--- config.mk ---
export PLATFORM = sky130hd
export DESIGN_NAME = sram_march_seq
export DESIGN_NICKNAME = d
export VERILOG_FILES = /design/src/rtl/sram_test_pkg.sv /design/src/rtl/seq_ctrl.sv /design/src/rtl/bus_drive.sv /design/src/rtl/miscompare_trap.sv /design/src/rtl/sram_march_seq.sv
export SDC_FILE = /design/constraint.sdc
export NUM_CORES = 1
export LEC_CHECK = 0
export BUFFER_PORTS_ARGS = -buffer_cell sky130_fd_sc_hd__buf_2
export CELL_PAD_IN_SITES_DETAIL_PLACEMENT = 0
export CELL_PAD_IN_SITES_GLOBAL_PLACEMENT = 1
export CORE_MARGIN = 3
export CORE_UTILIZATION = 42
export CTS_CLUSTER_SIZE = 24
export DETAILED_ROUTE_END_ITERATION = 12
export GPL_TIMING_DRIVEN = 0
export PLACE_DENSITY = 0.89
export SYNTH_ARGS = -nofsm -noshare
export SYNTH_HDL_FRONTEND = slang
export SYNTH_HIERARCHICAL = 1
export SYNTH_SLANG_ARGS = --single-unit
--- constraint.sdc ---
create_clock -name clk -period 11.8 [get_ports clk]
set_clock_uncertainty 0.1 [all_clocks]
set_input_delay 1.18 -clock clk [delete_from_list [all_inputs] [get_ports clk]]
set_output_delay 1.18 -clock clk [all_outputs]
set_load 0.01 [all_outputs]
--- src/rtl/sram_test_pkg.sv ---
package sram_test_pkg;

    parameter int RAM_AW = 8;
    parameter int RAM_DW = 4;

    localparam int NUM_PAT   = RAM_AW + 1;
    localparam int BIT_OPS   = RAM_DW * 4;
    localparam int PAT_OPS   = 4 * NUM_PAT;
    localparam int TOTAL_OPS = BIT_OPS + PAT_OPS;
    localparam int OP_W      = $clog2(TOTAL_OPS);
    localparam int WR_STEPS  = 4;
    localparam int RD_STEPS  = 3;

    typedef enum logic [1:0] {
        ST_IDLE = 2'd0,
        ST_RUN  = 2'd1,
        ST_FIN  = 2'd2
    } seq_state_e;

    typedef struct packed {
        logic              wr;
        logic [RAM_AW-1:0] addr;
        logic [RAM_DW-1:0] data;
        logic [RAM_DW-1:0] mask;
    } mem_op_t;

    function automatic logic [RAM_AW-1:0] thermo_addr(input int i);
        logic [RAM_AW-1:0] r;
        for (int b = 0; b < RAM_AW; b++) begin
            r[b] = (b < i);
        end
        return r;
    endfunction

    function automatic logic [RAM_DW-1:0] gray_word(input int i);
        logic [RAM_DW-1:0] v;
        v = RAM_DW'(i);
        return v ^ (v >> 1);
    endfunction

    function automatic mem_op_t decode_op(input int idx);
        mem_op_t o;
        int b, v, j, p, k;
        o = '0;
        if (idx < BIT_OPS) begin
            b      = idx / 4;
            v      = (idx / 2) % 2;
            o.wr   = ((idx % 2) == 0);
            o.addr = '0;
            o.mask = RAM_DW'(1) << b;
            o.data = (v == 1) ? o.mask : '0;
        end else begin
            j      = idx - BIT_OPS;
            p      = j / (2 * NUM_PAT);
            k      = j % (2 * NUM_PAT);
            o.wr   = (k < NUM_PAT);
            o.addr = thermo_addr(k % NUM_PAT);
            o.data = gray_word(k % NUM_PAT) ^ {RAM_DW{(p == 1)}};
            o.mask = '1;
        end
        return o;
    endfunction

endpackage

--- src/rtl/seq_ctrl.sv ---
module seq_ctrl
    import sram_test_pkg::*;
#(
    parameter int STEP_CYC = 2
) (
    input  logic             clk,
    input  logic             rst,
    input  logic             start,
    input  logic             cur_wr,
    output seq_state_e       state,
    output logic [OP_W-1:0]  op_idx,
    output logic [1:0]       step_idx,
    output logic             last_cyc,
    output logic             accept
);
    localparam int CYC_W = $clog2(STEP_CYC + 1);

    logic [CYC_W-1:0] cyc;
    logic [1:0]       last_step;

    assign last_cyc  = (cyc == CYC_W'(STEP_CYC - 1));
    assign last_step = cur_wr ? 2'(WR_STEPS - 1) : 2'(RD_STEPS - 1);
    assign accept    = (state == ST_IDLE) && start;

    always_ff @(posedge clk) begin
        if (rst) begin
            state    <= ST_IDLE;
            op_idx   <= '0;
            step_idx <= '0;
            cyc      <= '0;
        end else begin
            case (state)
                ST_IDLE: begin
                    if (start) begin
                        state    <= ST_RUN;
                        op_idx   <= '0;
                        step_idx <= '0;
                        cyc      <= '0;
                    end
                end
                ST_RUN: begin
                    if (last_cyc) begin
                        cyc <= '0;
                        if (step_idx == last_step) begin
                            step_idx <= '0;
                            if (op_idx == OP_W'(TOTAL_OPS - 1)) begin
                                state <= ST_FIN;
                            end else begin
                                op_idx <= op_idx + 1'b1;
                            end
                        end else begin
                            step_idx <= step_idx + 1'b1;
                        end
                    end else begin
                        cyc <= cyc + 1'b1;
                    end
                end
                default: state <= ST_IDLE;
            endcase
        end
    end
endmodule

--- src/rtl/bus_drive.sv ---
module bus_drive
    import sram_test_pkg::*;
(
    input  logic              running,
    input  mem_op_t           op,
    input  logic [1:0]        step_idx,
    input  logic              last_cyc,
    output logic [RAM_AW-1:0] ram_addr,
    output logic [RAM_DW-1:0] ram_din,
    output logic              ram_we,
    output logic              ram_oe_n,
    output logic              sample_now
);
    always_comb begin
        ram_addr   = '0;
        ram_din    = '0;
        ram_we     = 1'b0;
        ram_oe_n   = 1'b1;
        sample_now = 1'b0;
        if (running) begin
            ram_addr = op.addr;
            if (op.wr) begin
                if (step_idx != 2'd0) ram_din = op.data;
                ram_we = (step_idx == 2'd2);
            end else begin
                ram_oe_n   = (step_idx != 2'd1);
                sample_now = (step_idx == 2'd1) && last_cyc;
            end
        end
    end
endmodule

--- src/rtl/miscompare_trap.sv ---
module miscompare_trap
    import sram_test_pkg::*;
(
    input  logic              clk,
    input  logic              rst,
    input  logic              clear,
    input  logic              sample_now,
    input  mem_op_t           op,
    input  logic [RAM_DW-1:0] ram_dout,
    output logic              fail,
    output logic [RAM_AW-1:0] fail_addr,
    output logic [RAM_DW-1:0] fail_exp,
    output logic [RAM_DW-1:0] fail_obs
);
    logic [RAM_DW-1:0] obs_m;
    logic [RAM_DW-1:0] exp_m;
    logic              mism;

    assign obs_m = ram_dout & op.mask;
    assign exp_m = op.data & op.mask;
    assign mism  = sample_now && (obs_m != exp_m);

    always_ff @(posedge clk) begin
        if (rst || clear) begin
            fail      <= 1'b0;
            fail_addr <= '0;
            fail_exp  <= '0;
            fail_obs  <= '0;
        end else if (mism && !fail) begin
            fail      <= 1'b1;
            fail_addr <= op.addr;
            fail_exp  <= exp_m;
            fail_obs  <= obs_m;
        end
    end
endmodule

--- src/rtl/sram_march_seq.sv ---
module sram_march_seq
    import sram_test_pkg::*;
#(
    parameter int STEP_CYC = 2
) (
    input  logic              clk,
    input  logic              rst,
    input  logic              start,
    output logic [RAM_AW-1:0] ram_addr,
    output logic [RAM_DW-1:0] ram_din,
    output logic              ram_we,
    output logic              ram_oe_n,
    input  logic [RAM_DW-1:0] ram_dout,
    output logic              done,
    output logic              fail,
    output logic [RAM_AW-1:0] fail_addr,
    output logic [RAM_DW-1:0] fail_exp,
    output logic [RAM_DW-1:0] fail_obs
);
    seq_state_e       state;
    logic [OP_W-1:0]  op_idx;
    logic [1:0]       step_idx;
    logic             last_cyc;
    logic             accept;
    logic             sample_now;
    mem_op_t          cur_op;

    always_comb cur_op = decode_op(int'(op_idx));

    seq_ctrl #(.STEP_CYC(STEP_CYC)) u_ctrl (
        .clk      (clk),
        .rst      (rst),
        .start    (start),
        .cur_wr   (cur_op.wr),
        .state    (state),
        .op_idx   (op_idx),
        .step_idx (step_idx),
        .last_cyc (last_cyc),
        .accept   (accept)
    );

    bus_drive u_bus (
        .running    (state == ST_RUN),
        .op         (cur_op),
        .step_idx   (step_idx),
        .last_cyc   (last_cyc),
        .ram_addr   (ram_addr),
        .ram_din    (ram_din),
        .ram_we     (ram_we),
        .ram_oe_n   (ram_oe_n),
        .sample_now (sample_now)
    );

    miscompare_trap u_trap (
        .clk        (clk),
        .rst        (rst),
        .clear      (accept),
        .sample_now (sample_now),
        .op         (cur_op),
        .ram_dout   (ram_dout),
        .fail       (fail),
        .fail_addr  (fail_addr),
        .fail_exp   (fail_exp),
        .fail_obs   (fail_obs)
    );

    assign done = (state == ST_FIN);
endmodule

* Word level (Yosys, flattened, before mapping)
Cells that the tools add are included. W data, S select, Z words.
Storage, ports and cells: bits in registers 29, logic and storage cells 88
Operators by class: bitwise logic cells 4, $lt $le $gt $ge 10, multiplexer cells 29, shift operators 1, divide/modulo/power cells 3, reductions and logical operators 14, equal/unequal tests 15, add/subtract/negate cells 4
Operators with widths (count):
- $lt A4 B32 Y1 const A | 4
- $lt A3 B32 Y1 const A | 2
- $div A32 B6 Y32 const B | 1
- $eq A32 B2 Y1 const B | 1
- $logic_not A32 Y1 | 1
- $lt A1 B32 Y1 const A | 1
- $lt A2 B32 Y1 const A | 1
- $lt A32 B5 Y1 const B | 1
- $mod A32 B5 Y32 const B | 1
- $mod A32 B6 Y32 const B | 1
- $mux W6 | 4
- $mux W17 | 1
- $mux W2 | 8
- $mux W4 | 4
- $pmux W2 S2 | 3
- $pmux W6 S2 | 1
- $ne A2 B2 Y1 const B | 5
- $and A4 B4 Y4 | 2
- $mux W8 | 1
- $mux W1 | 7
- $sub A6 B5 Y7 const B | 1
- $add A6 B1 Y6 const B | 1
- $eq A2 B1 Y1 const B | 3
- $eq A6 B6 Y1 const B | 1
- 18 further kinds | 24

* Depth between registers and ports, before layout
depth after elaboration 11, mapped depth 56, gate-level depth less buffers 50

* Cells and area by module
The synthesis kept the hierarchy.
By module, submodules not included:
- sram_march_seq | area each 3469.6 um^2, sequential area each 0.0 um^2, cells an instance 510, instances 1
- miscompare_trap | area each 752.0 um^2, sequential area each 340.3 um^2, cells an instance 81, instances 1
- seq_ctrl | area each 713.2 um^2, sequential area each 240.2 um^2, cells an instance 81, instances 1
- bus_drive | area each 142.6 um^2, sequential area each 0.0 um^2, cells an instance 18, instances 1

* Worst setup path before layout
OpenSTA, ideal clock, no wires.
kind register to output, from reg u_ctrl.op_idx[0], to out ram_din[2], path buffers 1, slack 0.043 ns, stages on the path, launching flop included 45, arrival 10.477 ns, required time 10.520 ns, cell sequence dfxtp_1 -> clkbuf_1 -> inv_1 -> ha_1 -> and3_1 -> o211a_1 -> o21a_1 -> nor4_1 -> mux2i_1 -> a211o_1 -> mux2_2 -> a21oi_2 -> nor3_1 -> or4_1 -> ha_1 -> o21ai_0 -> ha_1 -> o21ai_0 -> (+9 left out) -> xnor2_1 -> inv_1 -> ha_1 -> or2_2 -> o22a_1 -> nor2_1 -> xnor2_1 -> inv_1 -> ha_1 -> or3_1 -> a311oi_1 -> a21oi_1 -> o221ai_1 -> a21oi_1 -> ha_1 -> xor2_1 -> o22ai_1 -> and2_1
RTL lines:
- start: declaration | line seq_ctrl.sv:11 | output logic [OP_W-1:0] op_idx,
- start signal: assignment | line seq_ctrl.sv:49 | op_idx <= op_idx + 1'b1;
- end: declaration | line sram_march_seq.sv:10 | output logic [RAM_DW-1:0] ram_din,

==> impl_results.md <==
* Net total in the final layout at 815
* Critical path start-end classification: reg -> out
* Slack of the worst reg-to-reg path at 0.72 ns
* Capturing element type of the critical path: primary output
* Most common cell after layout, fill and taps aside: nand2_1
* Pin count of the biggest net entering global routing at 13
* Worst-Skew Late Latency at 0.28 ns
* CP peak stage delay at 0.53 ns
* Sink Count at 29
* Die H at approximately 120 um
* Htree depth at 2
* Number of antenna violations at the first check in global routing at 0
* Placed cell area at around 5500 sq um
* Crit Reg-Reg Endpoint: u_trap/fail_addr[6]$_SDFFE_PP0P_
* Number of standard cells after synthesis at 690
* Fraction of synthesized cell area taken by the top area cell type at 11.4%
* Number of rows created at floorplan at 39
* Drt total wl at about 17000 um
* Clk root buf: clkbuf_16
* Slowest cell on the critical path: or4_4
* TritonCTS clock tree: done
* Residual overflow from global routing at 0
* Netlist area before placement at roughly 5000 sq um
* Sequential fraction of the synthesis area at 11.4%
* Vias per std cell at around 6.4
* Depth of the worst register-to-register path at 50
* Routed wire per std cell at approximately 18 um
* Number of I/O port buffers at 38
* Max-slew headroom at the worst pin at about a third
* Gp weighted congestion at 0.944
* Critical path fanouts, max at 10
* Number of global-route vias before repair at between 5000 and 6000
* Library cells used by synthesis at between 100 and 150
* R2r startpoint: u_ctrl/op_idx[4]$_SDFFE_PP0P_
* Estimated wirelength of the detail-placed design at between 10000 and 15000 um
* Period Utilization, post-route at between 90% and 100%
* Number of buffers inserted during clock tree synthesis at 5
* Status: finished, final reports clean
* Total of flip-flops plus latches after synthesis at 29
* Number of optimization iterations in the first detailed-route pass at 7
* Main synth FF type: dfxtp_1
* Final-report setup violation count at 0
* Number of synthesized flops with an enable pin at 0
* Effective utilization at floorplan at between 40% and 50%
* Wire length of the first global-routing pass at ~26000 um
* Synth Area per Inst at about 7.4 sq um
* Kind of launch point of the worst setup path: flip-flop
* Count of final max-slew check failures at 0
* Register clock-pin slew on the reported worst setup and hold paths at around 0.050 ns
* Largest area contributor in the netlist: dfxtp_1
* Signed area change from the synthesized netlist to the final layout at 34.5%
* Most frequent cells in the layout: nand2_1 (58), buf_4 (54), nor2_1 (44)
* Core ar. at between 10000 and 15000 sq um
* Count of synthesis-stage warnings from yosys at 6
* MaxCap Viol Count at 0
* Proportion of register bits with asynchronous set or reset after synthesis at 0%
* DRC at 0
* Hold/Removal Path Class: reg -> reg
* Fraction of the core area covered by cells at the end of the flow at roughly three fifths
* Crit path arrival time at just over 10 ns
* Endpoint with the worst hold slack: u_trap/fail_obs[2]$_SDFFE_PP0P_
* Starting DRC count in detailed routing at 559
* Post-route cell area at between 6000 and 7000 sq um
* Detail Route Antenna Nets at 0
* Die X at ~120 um
* Share of final-layout standard cells stronger than drive strength 1 at 36.3%
* Pin slew with the least headroom to its limit at 0.987 ns
* Worst hold path cell count at 2
* # diodes at 0
* Floorplan die area at roughly 13000 sq um
* Timing startpoint of the critical path: u_ctrl/op_idx[4]$_SDFFE_PP0P_
* Total I/O pin count at 39
* Top cells by area, synth: dfxtp_1 (11%), ha_1 (5.4%), mux2i_1 (4.9%)
* Max Freq at ~86 MHz
* Final-report hold violation count at 0
* Req. time, crit path at around 11 ns
* Via count at around 6000
* Start point of the worst min-delay path: u_trap/fail_obs[2]$_SDFFE_PP0P_
* Min Clock Period, post-route at approximately 12 ns
* Synthesized netlist net count at between 700 and 800
* Total routing usage reported by global routing at 23.2%
* Bufs on Longest Clock Path at 2
==> cell usage after synthesis (6+ instances only) <==
library cell  count
nand3b_1          7
a31oi_1          16
a22oi_1           6
mux2i_1          25
or4_1             7
inv_1            25
nand2_1          61
clkbuf_1         15
a21o_1            8
o22ai_1          10
nand3_1          37
or2_2             7
nand2b_1          8
and2_2            8
nand4_1           7
o211ai_1          9
a211oi_1          8
a21oi_1          42
or3_1            16
nor2_1           51
xor2_1           12
nor3_1           25
o21ai_0          32
o31ai_1          10
o21a_1            8
dfxtp_1          29
ha_1             22
a211o_1           7
o21ai_1           7
nor4_1            6
xnor2_1          16
and2_1            9
==> kinds of logic (layout without fill, tap and decap cells) <==
logic type,Yosys count,in the layout,share of synthesized area [%]
multiplexers,31,31,6.36
XOR/XNOR,30,30,5.47
buffers and inverters,54,151,5.32
flip-flops,29,29,11.4
AND/OR/NAND/NOR,295,295,32.4
adder cells (fa/ha/maj),22,22,5.42
AO/OA/AOI/OAI,229,229,33.6
==> stage by stage <==
step           cells  worst slack [ns]  TNS (ns)  hold slack (ns)
2_1_floorplan    690            0.0426         0            0.361
3_3_place_gp     871             -1.87    -44.45            0.345
3_5_place_dp     872             -1.94    -47.22            0.352
4_1_cts          899           0.00335         0            0.360
5_1_grt          930            -0.139    -0.920            0.374
6_report         930             0.233         0            0.356
==> worst max-delay path: cells and delay by family (launching register included) <==
kind / cells / cell delay [ns]
AOI/OAI and AO/OA: 12 / 2.23
adders and majority gates: 5 / 1.25
and+or+nand+nor: 15 / 4.14
buffers and inverters: 9 / 1.22
xor gates and xnor gates: 4 / 0.78
DFF: 1 / 0.39
==> how the worst max path moves through the flow <==
stage | endpoint | slack, ns | cells after the start
floorplan | ram_din[2] | 0.04 | 44
global placement | ram_din[2] | -1.87 | 45
detailed placement | ram_din[2] | -1.94 | 45
CTS | ram_addr[6] | 0.003 | 46
global route | ram_din[1] | -0.14 | 47
finish | ram_din[2] | 0.23 | 45
==> layer usage <==
layer	track usage [%]	vias up	wire, um
met1	30.7	2870	7300
li1	-	2834	-
met5	0	-	0
met3	2.56	46	779
met4	5.57	0	407
met2	40.6	245	8500
==> area by class of cell <==
type	instances	area, sq um
Tap cell	143	179
Buffer	24	181
Clock inverter	3	17.5
Multi-Input combinational cell	607	5030
Clock buffer	5	125
Fill cell	999	4780
Inverter	27	109
Sequential cell	29	591
Timing Repair Buffer	92	597
==> what timing repair did <==
| item | CTS | global route |
|---|---|---|
| gates resized for setup | 84 | 83 |
| hold buffers | 0 | 0 |
| pin swaps | 16 | 44 |
| setup endpoints to repair | 29 | 28 |
| buffers inserted | 20 | 33 |
==> state kept, by name, indices dropped and copies added (netlist names) <==
name and cells:
u_ctrl/cyc 2, u_trap/fail_exp 4, u_ctrl/op_idx 6, u_trap/fail_addr 8
u_ctrl/step_idx 2, u_ctrl/state 2, u_trap/fail 1, u_trap/fail_obs 4
Power is left out: the tool's default activity adds up to more than one toggle a clock period on the data nets, which glitch-free logic cannot reach.
